[src/rtl/pt_walk_pkg.sv]
package pt_walk_pkg;

    typedef enum logic [2:0] {
        WS_IDLE     = 3'd0,
        WS_READ_DIR = 3'd1,
        WS_WAIT_DIR = 3'd2,
        WS_READ_PTE = 3'd3,
        WS_WAIT_PTE = 3'd4,
        WS_DONE     = 3'd5
    } walk_state_e;

    localparam logic [1:0] FLVL_NONE = 2'd0;
    localparam logic [1:0] FLVL_DIR  = 2'd1;
    localparam logic [1:0] FLVL_TBL  = 2'd2;

    localparam int ENTRY_VALID_BIT = 0;
    localparam int ENTRY_WRITE_BIT = 1;
    localparam int ENTRY_USER_BIT  = 2;

endpackage

[src/rtl/pt_walk_addr.sv]
module pt_walk_addr #(
    parameter int ADDR_W      = 32,
    parameter int IDX_W       = 10,
    parameter int ENTRY_BYTES = 4
) (
    input  logic [ADDR_W-1:0] base,
    input  logic [IDX_W-1:0]  idx,
    output logic [ADDR_W-1:0] addr
);
    localparam int SHIFT = $clog2(ENTRY_BYTES);

    logic [ADDR_W-1:0] offset;

    always_comb begin
        offset = ADDR_W'(idx) << SHIFT;
        addr   = base + offset;
    end
endmodule

[src/rtl/pt_walk_entry.sv]
module pt_walk_entry #(
    parameter int ENTRY_W   = 32,
    parameter int PAGE_BITS = 12
) (
    input  logic [ENTRY_W-1:0]           entry,
    output logic                         present,
    output logic                         writable,
    output logic                         user,
    output logic [ENTRY_W-PAGE_BITS-1:0] frame
);
    import pt_walk_pkg::*;

    always_comb begin
        present  = entry[ENTRY_VALID_BIT];
        writable = entry[ENTRY_WRITE_BIT];
        user     = entry[ENTRY_USER_BIT];
        frame    = entry[ENTRY_W-1:PAGE_BITS];
    end
endmodule

[src/rtl/pt_walker.sv]
module pt_walker #(
    parameter int ADDR_W    = 32,
    parameter int PAGE_BITS = 12,
    parameter int DIR_BITS  = 10,
    parameter int TBL_BITS  = 10
) (
    input  logic                          clk,
    input  logic                          rst_n,
    input  logic                          req_valid,
    output logic                          req_ready,
    input  logic [ADDR_W-1:0]             req_root,
    input  logic [DIR_BITS+TBL_BITS-1:0]  req_vpn,
    output logic                          mem_req_valid,
    input  logic                          mem_req_ready,
    output logic [ADDR_W-1:0]             mem_req_addr,
    input  logic                          mem_rsp_valid,
    input  logic [ADDR_W-1:0]             mem_rsp_data,
    output logic                          res_valid,
    output logic                          res_fault,
    output logic [1:0]                    res_fault_level,
    output logic [ADDR_W-PAGE_BITS-1:0]   res_ppn,
    output logic                          res_writable,
    output logic                          res_user
);
    import pt_walk_pkg::*;

    localparam int VPN_W       = DIR_BITS + TBL_BITS;
    localparam int PPN_W       = ADDR_W - PAGE_BITS;
    localparam int ENTRY_BYTES = ADDR_W / 8;

    typedef struct packed {
        walk_state_e        st;
        logic [ADDR_W-1:0]  root;
        logic [VPN_W-1:0]   vpn;
        logic [ADDR_W-1:0]  tbase;
        logic [PPN_W-1:0]   ppn;
        logic               wr;
        logic               usr;
        logic               fault;
        logic [1:0]         lvl;
    } walk_regs_t;

    walk_regs_t r_d, r_q;

    logic [DIR_BITS-1:0] dir_idx;
    logic [TBL_BITS-1:0] tbl_idx;
    logic [ADDR_W-1:0]   dir_addr;
    logic [ADDR_W-1:0]   pte_addr;
    logic                ent_present;
    logic                ent_writable;
    logic                ent_user;
    logic [PPN_W-1:0]    ent_frame;

    assign dir_idx = r_q.vpn[VPN_W-1 -: DIR_BITS];
    assign tbl_idx = r_q.vpn[TBL_BITS-1:0];

    pt_walk_addr #(
        .ADDR_W      (ADDR_W),
        .IDX_W       (DIR_BITS),
        .ENTRY_BYTES (ENTRY_BYTES)
    ) u_dir_addr (
        .base (r_q.root),
        .idx  (dir_idx),
        .addr (dir_addr)
    );

    pt_walk_addr #(
        .ADDR_W      (ADDR_W),
        .IDX_W       (TBL_BITS),
        .ENTRY_BYTES (ENTRY_BYTES)
    ) u_pte_addr (
        .base (r_q.tbase),
        .idx  (tbl_idx),
        .addr (pte_addr)
    );

    pt_walk_entry #(
        .ENTRY_W   (ADDR_W),
        .PAGE_BITS (PAGE_BITS)
    ) u_entry (
        .entry    (mem_rsp_data),
        .present  (ent_present),
        .writable (ent_writable),
        .user     (ent_user),
        .frame    (ent_frame)
    );

    always_comb begin
        r_d = r_q;
        unique case (r_q.st)
            WS_IDLE: begin
                if (req_valid) begin
                    r_d.root = req_root;
                    r_d.vpn  = req_vpn;
                    r_d.st   = WS_READ_DIR;
                end
            end
            WS_READ_DIR: begin
                if (mem_req_ready) r_d.st = WS_WAIT_DIR;
            end
            WS_WAIT_DIR: begin
                if (mem_rsp_valid) begin
                    if (!ent_present) begin
                        r_d.fault = 1'b1;
                        r_d.lvl   = FLVL_DIR;
                        r_d.ppn   = '0;
                        r_d.wr    = 1'b0;
                        r_d.usr   = 1'b0;
                        r_d.st    = WS_DONE;
                    end else begin
                        r_d.tbase = {ent_frame, {PAGE_BITS{1'b0}}};
                        r_d.st    = WS_READ_PTE;
                    end
                end
            end
            WS_READ_PTE: begin
                if (mem_req_ready) r_d.st = WS_WAIT_PTE;
            end
            WS_WAIT_PTE: begin
                if (mem_rsp_valid) begin
                    if (!ent_present) begin
                        r_d.fault = 1'b1;
                        r_d.lvl   = FLVL_TBL;
                        r_d.ppn   = '0;
                        r_d.wr    = 1'b0;
                        r_d.usr   = 1'b0;
                    end else begin
                        r_d.fault = 1'b0;
                        r_d.lvl   = FLVL_NONE;
                        r_d.ppn   = ent_frame;
                        r_d.wr    = ent_writable;
                        r_d.usr   = ent_user;
                    end
                    r_d.st = WS_DONE;
                end
            end
            WS_DONE: begin
                r_d.st = WS_IDLE;
            end
            default: begin
                r_d.st = WS_IDLE;
            end
        endcase
    end

    always_ff @(posedge clk) begin
        if (!rst_n) begin
            r_q <= '{st: WS_IDLE, default: '0};
        end else begin
            r_q <= r_d;
        end
    end

    always_comb begin
        req_ready       = (r_q.st == WS_IDLE);
        mem_req_valid   = (r_q.st == WS_READ_DIR) || (r_q.st == WS_READ_PTE);
        mem_req_addr    = (r_q.st == WS_READ_PTE) ? pte_addr : dir_addr;
        res_valid       = (r_q.st == WS_DONE);
        res_fault       = r_q.fault;
        res_fault_level = r_q.lvl;
        res_ppn         = r_q.ppn;
        res_writable    = r_q.wr;
        res_user        = r_q.usr;
    end
endmodule

[config.mk]
export PLATFORM = sky130hd
export DESIGN_NAME = pt_walker
export DESIGN_NICKNAME = d
export VERILOG_FILES = /design/src/rtl/pt_walk_pkg.sv /design/src/rtl/pt_walk_addr.sv /design/src/rtl/pt_walk_entry.sv /design/src/rtl/pt_walker.sv
export SDC_FILE = /design/constraint.sdc
export NUM_CORES = 1
export LEC_CHECK = 0
export BUFFER_PORTS_ARGS = -buffer_cell sky130_fd_sc_hd__buf_2
export CORE_MARGIN = 1
export CORE_UTILIZATION = 52
export DETAILED_ROUTE_END_ITERATION = 7
export PLACE_DENSITY = 0.78
export SLEW_MARGIN = 10
export SYNTH_ARGS = -nofsm -noshare
export SYNTH_HDL_FRONTEND = slang
export SYNTH_SLANG_ARGS = --single-unit
export TNS_END_PERCENT = 1
[constraint.sdc]
create_clock -name clk -period 2.92 [get_ports clk]
set_clock_uncertainty 0.15 [all_clocks]
set_input_delay 0.146 -clock clk [delete_from_list [all_inputs] [get_ports clk]]
set_output_delay 0.146 -clock clk [all_outputs]
set_load 0.02 [all_outputs]
* After elaboration in Yosys (flattened, before gate mapping)
Cells that the tools add are included.
** Word-level totals
- Register bits :: 100
- Bits of input ports :: 89
** Cells by class
- Add/subtract/negate cells :: 2
- Equality and inequality tests :: 11
- Mux-type cells :: 13
- Reductions and logical operators :: 7
** Operator list (number)
- $mux 25 :: 4
- $add 32x12->32 :: 2
- $mux 55 :: 1
- $pmux 25 s2 :: 1
- $mux 32 :: 1
- $mux 3 :: 5
- $pmux 3 s5 :: 1
- $ne 2x2->1 const B :: 6
- $eq 3x2->1 const B :: 2
- $eq 3x3->1 const B :: 2
- $reduce_and 5->1 :: 1
- $reduce_and 4->1 :: 1
- $eq 3x1->1 const B :: 1
- $logic_not 3->1 :: 1
- $reduce_and 3->1 :: 1
- $reduce_and 2->1 :: 1
- $reduce_bool 2->1 :: 1
- $logic_or 1x1->1 :: 1

* Logic depth before layout (Yosys ltp)
Gate-level depths: netlist of run 1.
- Depth in word-level cells :: 3
- Mapped depth :: 8
- Depth with buffers taken out :: 8

* Modules after synthesis
Synthesis of run 1 repeated with hierarchy kept, for this count alone.
** Unflattened totals
- Cells, all modules :: 739
- Area, all modules :: 6306.0 um^2
** Modules (own cells, without submodules)
- pt_walker :: instances 1, cells each 474, area an instance 4374.2 um^2, sequential area each 2001.9 um^2
- pt_walk_addr :: instances 2, cells each 121, area an instance 879.6 um^2, sequential area each 0.0 um^2
- pt_walk_entry :: instances 1, cells each 23, area an instance 172.7 um^2, sequential area each 0.0 um^2

* Least setup slack after synthesis of run 1
No wires, ideal clock.
- Path kind :: register -> output
- Start :: register r_q[79] (netlist bit)
- End :: output port mem_req_addr[18]
- Arrival :: 2.538 ns
- Data required time :: 2.624 ns
- Slack :: 0.086 ns
- Cell stages (with the launch flop) :: 9
- Cell sequence :: dfxtp_1 > ha_1 > fa_1 > a211o_1 > a211o_1 > a21oi_2 > nor4b_1 > xnor2_1 > o21ai_0
** On the way
- Word-level cells in the longest chain between the ends :: 2
** Ends and longest elaborated chain
- start, declared :: RTL line pt_walker.sv:43 : walk_regs_t r_d, r_q;
- start signal, assigned :: RTL line pt_walker.sv:150 : r_q <= r_d;
- $add 32x12->32 :: RTL line pt_walk_addr.sv:16 : addr = base + offset;
- $mux 32 :: RTL line pt_walker.sv:157 : mem_req_addr = (r_q.st == WS_READ_PTE) ? pte_addr : dir_addr;
- end, declared :: RTL line pt_walker.sv:15 : output logic [ADDR_W-1:0] mem_req_addr,
No other way between the ends.

* Worst setup path after layout of run 1
- Start :: register r_q[79] (netlist bit)
- End :: output port mem_req_addr[14]
The elaborated chain is that of the path after synthesis.

==> impl_metrics.env, run 1 <==
export IMPL_status="finished, violations left"
export IMPL_failed_checks="negative setup slack"
export IMPL_route_vias_total=4905
export IMPL_synth_area_top_cells="dfxtp_1, nand2_1, a21boi_0, xnor2_1, nor2b_1"
export IMPL_hold_viol=0
export IMPL_r2r_cells=4
export IMPL_antenna_found_initial=0
export IMPL_cts_sinks=100
export IMPL_ant_nets=0
export IMPL_ys_types=46
export IMPL_cts_root_buffer="clkbuf_8"
export IMPL_crit_top_cell="a211o_1"
export IMPL_async_reset_ff_frac=0
export IMPL_worst_slew_pin_slew_ns=0.951
export IMPL_hold_class="primary input to flip-flop"
export IMPL_final_common_cell="nand2_1"
export IMPL_io_buffers=139
export IMPL_path_class="flip-flop to primary output"
export IMPL_arrival_ns=2.71
export IMPL_synth_edff_count=0
export IMPL_yosys_area_share_simple=0.241
export IMPL_finalMaxSlewViolations=0
export IMPL_grt_use_total=0.264
export IMPL_fmax_mhz=333
export IMPL_drc=0
export IMPL_cap_viol_max_count=0
export IMPL_post_place_ws_ns=0.153
export IMPL_path_cells="ha_4 -> fa_2 -> a211o_1 -> a211o_1 -> a21oi_2 -> buf_12 -> nor2_1 -> xnor2_1 -> a21oi_1 -> buf_4"
export IMPL_synthToLayoutAreaGrowth_pct=33.0
export IMPL_min_period_ns=3.00
export IMPL_clk_path_buf_depth=2
export IMPL_cts_tree="yes"
export IMPL_grt_pass1_vias=4736
export IMPL_required_ns=2.62
export IMPL_cpPeakStageDelay_ns=0.37
export IMPL_place_area_um2=5730
export IMPL_endpoint_kind="primary output"
export IMPL_drtIter0Drc=186
export IMPL_p_leak_nw=2.72
export IMPL_fin_ws_ns=-0.0812
export IMPL_worstSkewPairLatency_ns=0.37
export IMPL_syn_avg_cell_area_um2=7.88
export IMPL_tns_ns=-0.184
export IMPL_cell_internal_pwr_mw=2.03
export IMPL_crit_reg2reg_launch="r_q[110]$_SDFFE_PN0P_"
export IMPL_clk_pin_slew_ns=0.10
export IMPL_hold_path_depth=4
export IMPL_startpoint_type="flip-flop"
export IMPL_die_h_um=101
export IMPL_io_pins=149
export IMPL_synth_fa_ha_area_frac=0.0285
export IMPL_rsz0062_at_grt="yes"
export IMPL_synth_top_area_share=0.393
export IMPL_p_sw_uw=904
export IMPL_wl_per_cell_um=14.0
export IMPL_viasPerCell=5.16
export IMPL_max_slew_margin=0.364
export IMPL_drive_gt1_frac=0.221
export IMPL_h_tree_depth=3
export IMPL_netlist_area_um2=5090
export IMPL_firstDrtPassIters=5
export IMPL_worstPathMaxFanout=10
export IMPL_fin_util=0.722
export IMPL_core_area_um2=9370
export IMPL_num_antenna_cells=0
export IMPL_synth_top_family_by_area="simple AND/OR/NAND/NOR gates"
export IMPL_synth_ff_type="dfxtp_1"
export IMPL_seqPwrFrac=0.505
export IMPL_vdd_drop_max_mv=0.290
export IMPL_start_util=0.543
export IMPL_holdPathEnd="r_q[109]$_SDFFE_PN0P_"
export IMPL_detailed_place_hpwl_um=8720
export IMPL_period_share=1.03
export IMPL_reg2reg_slack_ns=0.81
export IMPL_crit_path_top_delay_cell="fa_2"
export IMPL_worstHoldStart="mem_rsp_valid"
export IMPL_ys_warnings_count=0
export IMPL_clkPwrFrac=0.293
export IMPL_rr_endpoint="r_q[64]$_SDFFE_PN0P_"
export IMPL_switching_share=0.308
export IMPL_p_per_area_nw_per_um2=433
export IMPL_dieArea_um2=10200
export IMPL_grt_max_degree=63
export IMPL_die_x_um=101
export IMPL_final_area_um2=6770
export IMPL_synth_seq_area_share=0.393
export IMPL_synthMuxAreaShare=0.00197
export IMPL_nFillCells=708
export IMPL_synth_nets=746
export IMPL_combPwrFrac=0.202
export IMPL_synth_xor_area_frac=0.0465
export IMPL_totalWireLength_um=13300
export IMPL_gp_congestion=0.838
export IMPL_finalSetupViolCount=6
export IMPL_std_cell_rows=35
export IMPL_final_cell_mix="nand2_1, buf_2, dfxtp_1"
export IMPL_grt_pass1_wl_um=21500
export IMPL_grt_overflow=0
export IMPL_postCtsSetupRepairBufs=0
export IMPL_layout_nets=917
export IMPL_yosysTopAreaCell="dfxtp_1"
export IMPL_syn_instance_count=646
export IMPL_ys_ff_latch=100
export IMPL_synth_compound_area_share=0.222
export IMPL_cts_buffers_inserted=9
## power by group through the flow
stage	clock, mW	combinational, mW	sequential [mW]
final	0.860	0.592	1.48
after detailed placement	0	0.490	1.51
after global placement	0	0.478	1.50
after floorplan	0	0.323	1.49
after global routing	0.923	0.644	1.49
after CTS	0.868	0.578	1.48
## cells by family after synthesis
family	after synthesis
xor+xnor	27
fa+ha+maj	11
flops	100
mux	1
compound gates	165
simple gates	273
buf+inv	69
## stage by stage
stage	std cells	hold WS [ns]	power [mW]
finish	951	0.0951	2.93
CTS	951	0.0715	2.92
floorplan	646	0.141	1.82
global placement	860	0.247	1.98
detailed placement	860	0.256	2.00
global route	951	0.0936	3.06
## critical path: cells and delay by family (launching register included)
kind                     cells  cell delay, ns
buffers and inverters        2            0.33
XOR/XNOR                     1            0.12
adder cells (fa/ha/maj)      2            0.53
flip-flops                   1            0.35
AND/OR/NAND/NOR              1            0.06
AO/OA/AOI/OAI                4            0.95
## cells in the mapped netlist, types with 6 or more instances
library cell and count:
ha_1 10, buf_4 22, dfxtp_1 100, a22oi_1 22, o21ai_0 28, xnor2_1 21
inv_1 8, nor2_1 22, nor2b_1 27, nand3_1 7, a21oi_1 21, nand2_1 186
and2_1 9, clkbuf_1 37, a21boi_0 74, xor2_1 6
## flip-flops by register name (all words and copies together) (netlist names)
name and flops:
res_ppn 20, dir_idx 10, res_user 1, res_writable 1, res_fault 1, r_q 65, res_fault_level 2
## routing by layer
layer	track usage	wire (µm)	up-vias
met5	0	0	-
met4	0.0870	210	0
met3	0.0381	622	20
met2	0.482	6700	150
met1	0.316	5810	2255
li1	-	-	2480
## how the worst max path moves through the flow
stage	slack (ns)	depth (start not counted)	end	startpoint
floorplan	0.09	8	mem_req_addr[18]	r_q[79]$_SDFFE_PN0P_
global placement	0.18	10	mem_req_addr[22]	r_q[79]$_SDFFE_PN0P_
detailed placement	0.15	10	mem_req_addr[28]	r_q[79]$_SDFFE_PN0P_
CTS	-0.09	10	mem_req_addr[14]	r_q[79]$_SDFFE_PN0P_
global route	-0.17	10	mem_req_addr[28]	r_q[79]$_SDFFE_PN0P_
finish	-0.08	10	mem_req_addr[14]	r_q[79]$_SDFFE_PN0P_
## cell type report
| type | instances | area, µm² | share of cell area |
|---|---|---|---|
| Multi-Input combinational cell | 477 | 2820 | 0.417 |
| Sequential cell | 100 | 2000 | 0.296 |
| Timing Repair Buffer | 221 | 1560 | 0.230 |
| Tap cell | 129 | 161 | 0.0238 |
| Clock buffer | 9 | 124 | 0.0183 |
| Clock inverter | 7 | 66.3 | 0.00980 |
| Inverter | 8 | 30.0 | 0.00444 |
## timing repair
action / 4_1_cts / 5_1_grt
setup endpoints to repair: 12 / 21
pin swaps: 0 / 1
hold buffers: 75 / 0
hold endpoints to repair: 95 / 0
resized for setup: 23 / 6
cloned: 0 / 0
(Power assumes the default switching activity.)
==> inputs of run 2 (changes only) <==
--- a/config.mk
+++ b/config.mk
@@ -7,10 +7,11 @@
 export LEC_CHECK = 0
 export BUFFER_PORTS_ARGS = -buffer_cell sky130_fd_sc_hd__buf_2
 export CORE_MARGIN = 1
-export CORE_UTILIZATION = 52
+export CORE_UTILIZATION = 54
+export CTS_BUF_LIST = sky130_fd_sc_hd__clkbuf_2
 export DETAILED_ROUTE_END_ITERATION = 7
-export PLACE_DENSITY = 0.78
-export SLEW_MARGIN = 10
+export PLACE_DENSITY = 0.81
+export SLEW_MARGIN = 20
 export SYNTH_ARGS = -nofsm -noshare
 export SYNTH_HDL_FRONTEND = slang
 export SYNTH_SLANG_ARGS = --single-unit
==> impl_metrics.env, run 2 (synthesis results as in run 1) <==
export IMPL_status="finished, violations left"
export IMPL_failed_checks="negative hold slack, negative setup slack"
export IMPL_finalSetupViolCount=20
export IMPL_required_ns=2.62
export IMPL_path_cells="ha_4 -> fa_2 -> a211o_1 -> a211o_1 -> a21oi_4 -> buf_6 -> buf_4 -> nor3_1 -> xnor2_1 -> o21ai_1 -> buf_4"
export IMPL_fmax_mhz=303
export IMPL_layout_nets=983
export IMPL_final_cell_mix="nand2_1, dlygate4sd3_1, buf_2"
export IMPL_cts_root_buffer="clkbuf_2"
export IMPL_vdd_drop_max_mv=0.324
export IMPL_die_h_um=99.1
export IMPL_cap_viol_max_count=0
export IMPL_nFillCells=577
export IMPL_combPwrFrac=0.246
export IMPL_io_pins=149
export IMPL_p_per_area_nw_per_um2=388
export IMPL_largest_register_ffs=65
export IMPL_critPathTopFamily="compound AO/OA/AOI/OAI gates"
export IMPL_grt_use_total=0.325
export IMPL_drive_gt1_frac=0.239
export IMPL_route_vias_total=5349
export IMPL_endpoint_kind="primary output"
export IMPL_ant_nets=0
export IMPL_clk_pin_slew_ns=0.30
export IMPL_p_leak_nw=3.06
export IMPL_worstPathMaxFanout=5
export IMPL_cpPeakStageDelay_ns=0.41
export IMPL_grt_max_degree=81
export IMPL_cts_sinks=100
export IMPL_final_common_cell="nand2_1"
export IMPL_fin_cells=999
export IMPL_worst_slew_pin_slew_ns=0.704
export IMPL_worstSkewPairLatency_ns=0.58
export IMPL_startpoint_type="flip-flop"
export IMPL_core_area_um2=9200
export IMPL_std_cell_rows=35
export IMPL_dp_cells=845
export IMPL_die_x_um=99.1
export IMPL_antenna_found_initial=0
export IMPL_cts_tree="yes"
export IMPL_top_register="r_q"
export IMPL_drtIter0Drc=301
export IMPL_post_place_ws_ns=0.111
export IMPL_hold_class="primary input to flip-flop"
export IMPL_path_buf_inv=3
export IMPL_path_class="flip-flop to primary output"
export IMPL_clkPwrFrac=0.229
export IMPL_detailed_place_hpwl_um=8450
export IMPL_firstDrtPassIters=5
export IMPL_grt_overflow=0
export IMPL_arrival_ns=3.01
export IMPL_p_sw_uw=942
export IMPL_wl_per_cell_um=15.9
export IMPL_h_tree_depth=3
export IMPL_grt_pass1_vias=5474
export IMPL_finalMaxSlewViolations=0
export IMPL_num_antenna_cells=0
export IMPL_synthToLayoutAreaGrowth_pct=44.9
export IMPL_fin_ws_ns=-0.382
export IMPL_cts_buffers_inserted=9
export IMPL_hold_worst_slack_ns=-0.00631
export IMPL_totalWireLength_um=15900
export IMPL_viasPerCell=5.35
export IMPL_io_buffers=139
export IMPL_cell_internal_pwr_mw=1.92
export IMPL_switching_share=0.330
export IMPL_grt_pass1_wl_um=25300
export IMPL_seqPwrFrac=0.525
export IMPL_drc=0
export IMPL_dieArea_um2=9820
export IMPL_rsz0062_at_grt="yes"
export IMPL_period_share=1.13
export IMPL_max_slew_margin=0.529
export IMPL_start_util=0.553
export IMPL_hold_viol=3
export IMPL_gp_congestion=0.838
export IMPL_crit_path_top_delay_cell="dfxtp_2"
export IMPL_min_period_ns=3.30
export IMPL_clk_path_buf_depth=2
-- run 2: cell types whose count changed in the layout (fill, tap and decap cells not counted), sizes merged --
cell	change
buf	+8
dlygate4sd3	+58
-- run 2: worst reg2reg max path, delay by kind of cell (launching register included) --
kind	cells	cell delay (ns)
buffers and inverters	2	1.17
and+or+nand+nor	3	0.75
DFF	1	0.47
AOI/OAI and AO/OA	1	0.24
-- run 2: routing by layer --
metal,vias to the layer above,track usage,share of wire
met1,2462,0.360,0.40
met5,-,0,0
met4,0,0.157,0.036
met3,53,0.0574,0.056
li1,2610,-,-
met2,224,0.598,0.50
-- run 2: area by class of cell --
cell class | count | area (µm²) | area share
multi-input combinational | 477 | 2890 | 0.391
clock inverter | 7 | 60.1 | 0.00815
sequential | 100 | 2020 | 0.274
inverter | 8 | 30.0 | 0.00407
timing repair buffer | 287 | 2190 | 0.297
tap | 111 | 139 | 0.0188
clock buffer | 9 | 45.0 | 0.00611
-- run 2: stage by stage --
stage | power, mW | area [µm²] | setup TNS, ns | util
floorplan | 1.82 | 5090 | 0 | -
global placement | 1.97 | 5700 | 0 | 0.620
detailed placement | 1.99 | 5700 | 0 | 0.620
CTS | 2.80 | 7330 | -4.20 | 0.797
global route | 2.97 | 7370 | -6.92 | 0.802
finish | 2.86 | 7370 | -4.22 | 0.802
-- run 2: power by group through the flow --
stage               registers (mW)  clock network, mW  logic (mW)
finish                        1.50              0.655       0.704
detailed placement            1.51                  0       0.484
global placement              1.50                  0       0.472
floorplan                     1.49                  0       0.323
global route                  1.51              0.701       0.759
CTS                           1.49              0.642       0.667
-- run 2: final timing paths --
| check | depth (start not counted) | startpoint | end | slack (ns) |
|---|---|---|---|---|
| setup / recovery | 11 | dir_idx[0]$_SDFFE_PN0P_ | mem_req_addr[26] | -0.38 |
| hold / removal | 5 | req_valid | r_q[83]$_SDFFE_PN0P_ | -0.006 |
| setup reg to reg | 6 | r_q[111]$_SDFFE_PN0P_ | r_q[96]$_SDFFE_PN0P_ | 0.11 |
| hold reg to reg | 2 | res_fault$_SDFFE_PN0P_ | res_fault$_SDFFE_PN0P_ | 0.32 |
-- run 2: what timing repair did --
action | CTS | global route
cloned | 1 | 0
hold buffers | 133 | 0
endpoints found under the hold margin | 100 | 0
endpoints found under the setup margin | 24 | 41
resized for setup | 49 | 16
pin swaps | 9 | 8
setup buffers | 1 | 3
